`config.mk`:
```
export PLATFORM = sky130hd
export DESIGN_NAME = mc_datapath
export DESIGN_NICKNAME = d
export VERILOG_FILES = /design/src/rtl/mc_pkg.sv /design/src/rtl/mc_alu.sv /design/src/rtl/mc_regfile.sv /design/src/rtl/mc_datapath.sv
export SDC_FILE = /design/constraint.sdc
export NUM_CORES = 2
export LEC_CHECK = 0
export CAP_MARGIN = 20
export CORE_AREA = 2 2 373 375
export CTS_CLUSTER_DIAMETER = 200
export DETAILED_ROUTE_END_ITERATION = 10
export DIE_AREA = 0 0 375 377
export DONT_BUFFER_PORTS = 1
export PLACE_DENSITY = 0.65
export SLEW_MARGIN = 20
export SYNTH_ARGS = -nofsm -noshare
export SYNTH_HDL_FRONTEND = slang
export SYNTH_SLANG_ARGS = --single-unit
```
`constraint.sdc`:
```
create_clock -name clk -period 7.1 [get_ports clk]
set_input_delay 1.42 -clock clk [delete_from_list [all_inputs] [get_ports clk]]
set_output_delay 1.42 -clock clk [all_outputs]
set_load 0.02 [all_outputs]
```
`src/rtl/mc_pkg.sv`:
```
package mc_pkg;
    localparam int XLEN   = 32;
    localparam int NREG   = 32;
    localparam int RIDX_W = $clog2(NREG);
    localparam int IMM_W  = 16;

    typedef enum logic [1:0] {
        ALU_ADD = 2'b00,
        ALU_SUB = 2'b01,
        ALU_FN  = 2'b10,
        ALU_RSV = 2'b11
    } alu_mode_e;

    localparam logic [5:0] FN_ADD = 6'h20;
    localparam logic [5:0] FN_SUB = 6'h22;
    localparam logic [5:0] FN_AND = 6'h24;
    localparam logic [5:0] FN_OR  = 6'h25;
    localparam logic [5:0] FN_SLT = 6'h2A;

    typedef struct packed {
        logic [XLEN-1:0] pc;
        logic [XLEN-1:0] ir;
        logic [XLEN-1:0] a;
        logic [XLEN-1:0] b;
        logic [XLEN-1:0] mdr;
        logic [XLEN-1:0] alu_out;
    } dp_state_t;
endpackage

```
`src/rtl/mc_alu.sv`:
```
module mc_alu
    import mc_pkg::*;
#(
    parameter int W = XLEN
) (
    input  logic [W-1:0] opa,
    input  logic [W-1:0] opb,
    input  alu_mode_e    mode,
    input  logic [5:0]   funct,
    output logic [W-1:0] res,
    output logic         zero
);
    typedef enum logic [2:0] {K_ADD, K_SUB, K_AND, K_OR, K_SLT} kind_e;

    kind_e        kind;
    logic [W-1:0] sum;
    logic [W-1:0] diff;
    logic         less;

    always_comb begin
        kind = K_ADD;
        case (mode)
            ALU_SUB: kind = K_SUB;
            ALU_FN: begin
                case (funct)
                    FN_SUB:  kind = K_SUB;
                    FN_AND:  kind = K_AND;
                    FN_OR:   kind = K_OR;
                    FN_SLT:  kind = K_SLT;
                    default: kind = K_ADD;
                endcase
            end
            default: kind = K_ADD;
        endcase
    end

    assign sum  = opa + opb;
    assign diff = opa - opb;
    assign less = $signed(opa) < $signed(opb);

    always_comb begin
        case (kind)
            K_SUB:   res = diff;
            K_AND:   res = opa & opb;
            K_OR:    res = opa | opb;
            K_SLT:   res = {{(W-1){1'b0}}, less};
            default: res = sum;
        endcase
    end

    assign zero = (res == '0);
endmodule

```
`src/rtl/mc_regfile.sv`:
```
module mc_regfile #(
    parameter int W = 32,
    parameter int N = 32,
    localparam int AW = $clog2(N)
) (
    input  logic          clk,
    input  logic          we,
    input  logic [AW-1:0] waddr,
    input  logic [W-1:0]  wdata,
    input  logic [AW-1:0] raddr_a,
    input  logic [AW-1:0] raddr_b,
    output logic [W-1:0]  rdata_a,
    output logic [W-1:0]  rdata_b
);
    logic [W-1:0] regs [N];

    always_ff @(posedge clk) begin
        if (we && (waddr != '0)) begin
            regs[waddr] <= wdata;
        end
    end

    assign rdata_a = (raddr_a == '0) ? '0 : regs[raddr_a];
    assign rdata_b = (raddr_b == '0) ? '0 : regs[raddr_b];
endmodule

```
`src/rtl/mc_datapath.sv`:
```
module mc_datapath
    import mc_pkg::*;
#(
    parameter int ADDR_W = 8
) (
    input  logic              clk,
    input  logic              rst_n,
    input  logic              addr_sel,
    input  logic              mem_rd,
    input  logic              mem_wr,
    input  logic              ir_load,
    input  logic              pc_load,
    input  logic              pc_load_if_zero,
    input  logic [1:0]        pc_src,
    input  logic              srca_sel,
    input  logic [1:0]        srcb_sel,
    input  logic [1:0]        alu_mode,
    input  logic              reg_we,
    input  logic              dst_sel_rd,
    input  logic              wb_sel_mem,
    input  logic [XLEN-1:0]   mem_rdata,
    output logic [ADDR_W-1:0] mem_addr,
    output logic [XLEN-1:0]   mem_wdata,
    output logic              mem_re,
    output logic              mem_we,
    output logic [XLEN-1:0]   pc_out,
    output logic [5:0]        instr_op
);
    localparam int JUMP_W = 26;
    localparam int SEG_W  = XLEN - JUMP_W - 2;

    dp_state_t st_d, st_q;

    logic [XLEN-1:0]   imm_ext;
    logic [XLEN-1:0]   alu_a, alu_b, alu_res;
    logic              alu_zero;
    logic [XLEN-1:0]   jump_tgt;
    logic              pc_en;
    logic [RIDX_W-1:0] wr_idx;
    logic [XLEN-1:0]   wr_data;
    logic [XLEN-1:0]   rf_a, rf_b;

    // Signals brought out for the bound checker
    logic [XLEN-1:0] ir_q, a_q, mdr_q;
    assign ir_q  = st_q.ir;
    assign a_q   = st_q.a;
    assign mdr_q = st_q.mdr;

    mc_regfile #(.W(XLEN), .N(NREG)) u_rf (
        .clk     (clk),
        .we      (reg_we),
        .waddr   (wr_idx),
        .wdata   (wr_data),
        .raddr_a (st_q.ir[25:21]),
        .raddr_b (st_q.ir[20:16]),
        .rdata_a (rf_a),
        .rdata_b (rf_b)
    );

    mc_alu #(.W(XLEN)) u_alu (
        .opa   (alu_a),
        .opb   (alu_b),
        .mode  (alu_mode_e'(alu_mode)),
        .funct (st_q.ir[5:0]),
        .res   (alu_res),
        .zero  (alu_zero)
    );

    // Operand, target and write-back selection
    always_comb begin
        imm_ext  = {{(XLEN-IMM_W){st_q.ir[IMM_W-1]}}, st_q.ir[IMM_W-1:0]};
        jump_tgt = {st_q.pc[XLEN-1 -: SEG_W], st_q.ir[JUMP_W-1:0], 2'b00};
        alu_a    = srca_sel ? st_q.a : st_q.pc;
        case (srcb_sel)
            2'd0:    alu_b = st_q.b;
            2'd1:    alu_b = XLEN'(4);
            2'd2:    alu_b = imm_ext;
            default: alu_b = {imm_ext[XLEN-3:0], 2'b00};
        endcase
        wr_idx  = dst_sel_rd ? st_q.ir[15:11] : st_q.ir[20:16];
        wr_data = wb_sel_mem ? st_q.mdr : st_q.alu_out;
        pc_en   = pc_load | (pc_load_if_zero & alu_zero);
    end

    // Next-state computation
    always_comb begin
        st_d = st_q;
        if (pc_en) begin
            case (pc_src)
                2'd1:    st_d.pc = st_q.alu_out;
                2'd2:    st_d.pc = jump_tgt;
                default: st_d.pc = alu_res;
            endcase
        end
        if (ir_load) begin
            st_d.ir = mem_rdata;
        end
        st_d.a       = rf_a;
        st_d.b       = rf_b;
        st_d.mdr     = mem_rdata;
        st_d.alu_out = alu_res;
    end

    always_ff @(posedge clk or negedge rst_n) begin
        if (!rst_n) begin
            st_q <= '0;
        end else begin
            st_q <= st_d;
        end
    end

    assign mem_addr  = addr_sel ? st_q.alu_out[ADDR_W+1:2] : st_q.pc[ADDR_W+1:2];
    assign mem_wdata = st_q.b;
    assign mem_re    = mem_rd;
    assign mem_we    = mem_wr;
    assign pc_out    = st_q.pc;
    assign instr_op  = st_q.ir[XLEN-1:XLEN-6];
endmodule

```
==> results by group <==
Timing
  • WHS: 0.340 ns
  • TNS Setup: 0 ns
  • Fmax achieved: 0.168 GHz
  • # setup viols final: 0
  • Fin Clk Skew: 0.0380 ns
  • Worst Tran Pin Value: roughly 1.1 ns
  • RSZ-0062 raised after global routing: false
  • Max Slew Vio Count: 0
  • Final hold vios: 0
  • Post-route clock period utilization: between 80% and 90%
  • Rel. slew slack: 26.7%
  • Crit path time final: 5.97 ns
  • Worst setup margin: 1.13 ns

Routing
  • Routed vias/inst: 6.72
  • Number of DRC markers in iteration 0: 5480
  • Final WL: 191000 um
  • Post-DR wirelength/cell: ~33 um
  • First-pass detailed-route iteration total: 6
  • DRC viols: 0
  • Antenna viol nets, final: 0
  • Via count: 38.8k

Pwr
  • Max IR drop VDD: 0.000252 V
  • PwrDens: 317 mW/mm2
  • Pleak: 0.0231 uW

Global routing
  • GR Overflow Total: 0
  • Tot GR Track Use: 26.8%
  • Largest net degree at the start of global routing: approximately 190
  • Number of global-route vias before repair: 37.6k
  • First-pass GRT wire length: 274000 um
  • Initial antenna violation count: 19

Yosys
  • Mapped Area: 0.0615 mm2
  • Main synth FF type: edfxtp_1
  • Post-synth top area cell: edfxtp_1
  • Post-synth top area share: 50.0%
  • Post-synthesis cell count: around 4.0k
  • Post-synth EDFFs: between 1k and 1.5k
  • Flops & latches, synth: around 1.2k
  • Synth area leaders: edfxtp_1 (50%), mux4_2 (16%), dfrtp_1 (7.8%), mux2i_1 (3.9%), mux2_2 (3.4%)
  • Register area share after synthesis: 57.8%
  • Synth Area per Inst: 15.5 um2
  • Yosys cell types: 100
  • Yosys warns: 0
  • FFs w/ async S/R, synth: ~16%

Place
  • Port bufs: 0
  • GPL Wtd Cong: 0.948
  • Post-detail-place hpwl: between 100000 and 150000 um
  • Setup WS pre-CTS: ~0.58 ns
  • DP Area: 0.0633 mm2

Clock tree
  • Hold-fix buffers, CTS: 0
  • CTS tree: done
  • Clock Path Buffers: 3
  • Setup bufs post-CTS: 0
  • H-tree depth: 4
  • Number of buffers created by CTS: between 100 and 150
  • Clock transition at path regs: 0.08 ns
  • Post_cts resized: 0
  • Sink Count: 1216
  • Clk root buf: clkbuf_16
  • Clk_lat worst skew: 0.76 ns

Die
  • I/O Pins: between 100 and 150
  • Die W: 375 um
  • Die area: around 0.14 mm2
  • Core area: 0.137 mm2
  • # rows: about 140
  • Die Y: 377 um
  • Starting density of the core: between 40% and 50%

Critical path
  • Crit path from: srcb_sel[0]
  • Worst endpoint required time: 7.74 ns
  • Critical Path End Type: register
  • Reg-to-Reg Start: ir_q[9]
  • Setup crit end: pc_out[7]
  • Flop2flop setup slack: 1.41 ns
  • Worst r2r dst: pc_out[7]
  • Critical path startpoint category: input port
  • Worst-path fanout max: 23
  • Arr. time, crit path: 6.60 ns
  • Crit path kind: input port to register
  • R2R depth: 15

Outcome
  • Run status: complete, no violations

Layout
  • Layout cells sized above 1: 25.8%
  • Layout area overhead: 9.67%
  • Post-route cell area: 0.0674 mm2
  • Final net count: 4021

Worst hold path
  • Hold Path Class: input port to asynchronous set/reset pin

Flow run
  • Max-cap viol count: 0
[Yosys cell counts (all sizes together), types with 5 or more instances]
master / number
nand2: 98
o22ai: 76
o31ai: 15
o31a: 6
o211ai: 24
mux4: 448
or2: 8
nor4: 20
inv: 111
nand3b: 5
mux2: 205
a21oi: 240
o21a: 9
a22oi: 26
mux2i: 239
nor2b: 12
o221ai: 72
or3: 9
buf: 167
nor3b: 7
ha: 100
xnor2: 5
edfxtp: 1024
a22o: 20
nand4: 9
a211o: 6
o21bai: 9
a221o: 8
dfrtp: 192
a31oi: 20
and2: 8
clkbuf: 195
a221oi: 16
nand3: 15
nor2: 210
o21ai: 133
nand2b: 15
a211oi: 16
a21o: 27
a2111oi: 5
nor3: 68
o221a: 6
[placed cells by master, fill, tap and decap left out, types with 10 or more instances in the layout]
cell / n
ha_1: 99
nor2b_1: 11
mux2_4: 19
a22oi_1: 26
a22o_1: 19
nor2_4: 32
mux2i_1: 239
nand2b_1: 14
nor3_1: 68
buf_4: 87
nand3_1: 15
nor4_1: 18
conb_1: 32
o211ai_1: 24
a221oi_1: 15
dfrtp_4: 10
o22ai_1: 76
o31ai_1: 14
a21o_1: 27
nand2_1: 96
clkinv_2: 14
o21ai_0: 128
a21oi_1: 238
clkbuf_16: 133
a31oi_1: 14
clkbuf_1: 31
clkinv_1: 24
edfxtp_1: 1024
inv_1: 108
a211oi_1: 15
dfrtp_1: 182
o221ai_1: 72
mux2_2: 186
diode_2: 11
mux4_2: 448
nor2_1: 174
[worst max-delay path: stages]
cell and delay [ns]:
mux2_2 0.31, a22o_1 0.20, ha_1 0.55, inv_1 0.20
a2111oi_0 0.63, a21oi_1 0.29, nor4_1 0.61, nor2_1 0.24
mux2i_1 0.17, a311o_1 0.41, nor4_2 0.33, nand4_2 0.19
o31a_2 0.49, buf_12 0.21, mux2_4 0.31
[per-layer routing]
layer  up-vias  GRT usage [%]  wire length, um
met5         -              0               91
met4        14           8.57             6220
met3       361           5.41            20700
met2      2370           42.3            89200
met1     20200           37.6            74600
li1      15800              -                -
[final cells by class]
type / count / area (um2)
fill: 11300 / 69600
sequential: 1216 / 35600
multi-input combinational: 2312 / 24200
clock buffer: 166 / 3470
tap: 1794 / 2240
timing repair buffer: 97 / 861
clock inverter: 64 / 626
inverter: 111 / 417
antenna: 11 / 27.5
[logic make-up (layout without fill, tap and decap cells)]
group | Yosys count | after routing | synth area share [%]
DFF | 1216 | 1216 | 57.8
muxes | 892 | 892 | 24.2
AOI/OAI and AO/OA | 774 | 774 | 8.36
and+or+nand+nor | 507 | 507 | 3.92
buffers and inverters | 473 | 438 | 3.53
adders and majority gates | 102 | 102 | 2.10
xor gates and xnor gates | 5 | 5 | 0.0712
other | 1 | 43 | 0.00610
[registers in the layout (all words and copies together), names as in the netlist]
| name | flops |
|---|---|
| pc_out | 32 |
| a_q | 32 |
| mdr_q | 32 |
| u_rf.regs | 1024 |
| st_q | 32 |
| ir_q | 32 |
| mem_wdata | 32 |
[worst min path at each step]
stage,start,to,slack [ns],depth (start not counted)
3_5_place_dp,ir_q[6],ir_q[6],0.57,1
5_1_grt,rst_n,st_q[3],0.30,0
4_1_cts,rst_n,st_q[3],0.29,0
2_1_floorplan,ir_q[31],ir_q[31],0.48,1
6_report,rst_n,st_q[3],0.34,0
3_3_place_gp,ir_q[10],ir_q[10],0.57,1
[power by group]
group          total [uW]  switching (uW)  internal (uW)
Sequential           9440             744           8690
Clock                6600            2890           3710
Combinational        5320            3390           1930
Total               21400            7020          14300
[per-stage QoR]
step | utilization, % | power (uW) | cells
2_1_floorplan | - | 13100 | 4001
3_3_place_gp | 46.2 | 14700 | 5529
3_5_place_dp | 46.2 | 14800 | 5530
6_report | 49.2 | 21400 | 5771
5_1_grt | 49.2 | 22100 | 5770
4_1_cts | 49.2 | 21300 | 5760
(Power assumes the default switching activity.)
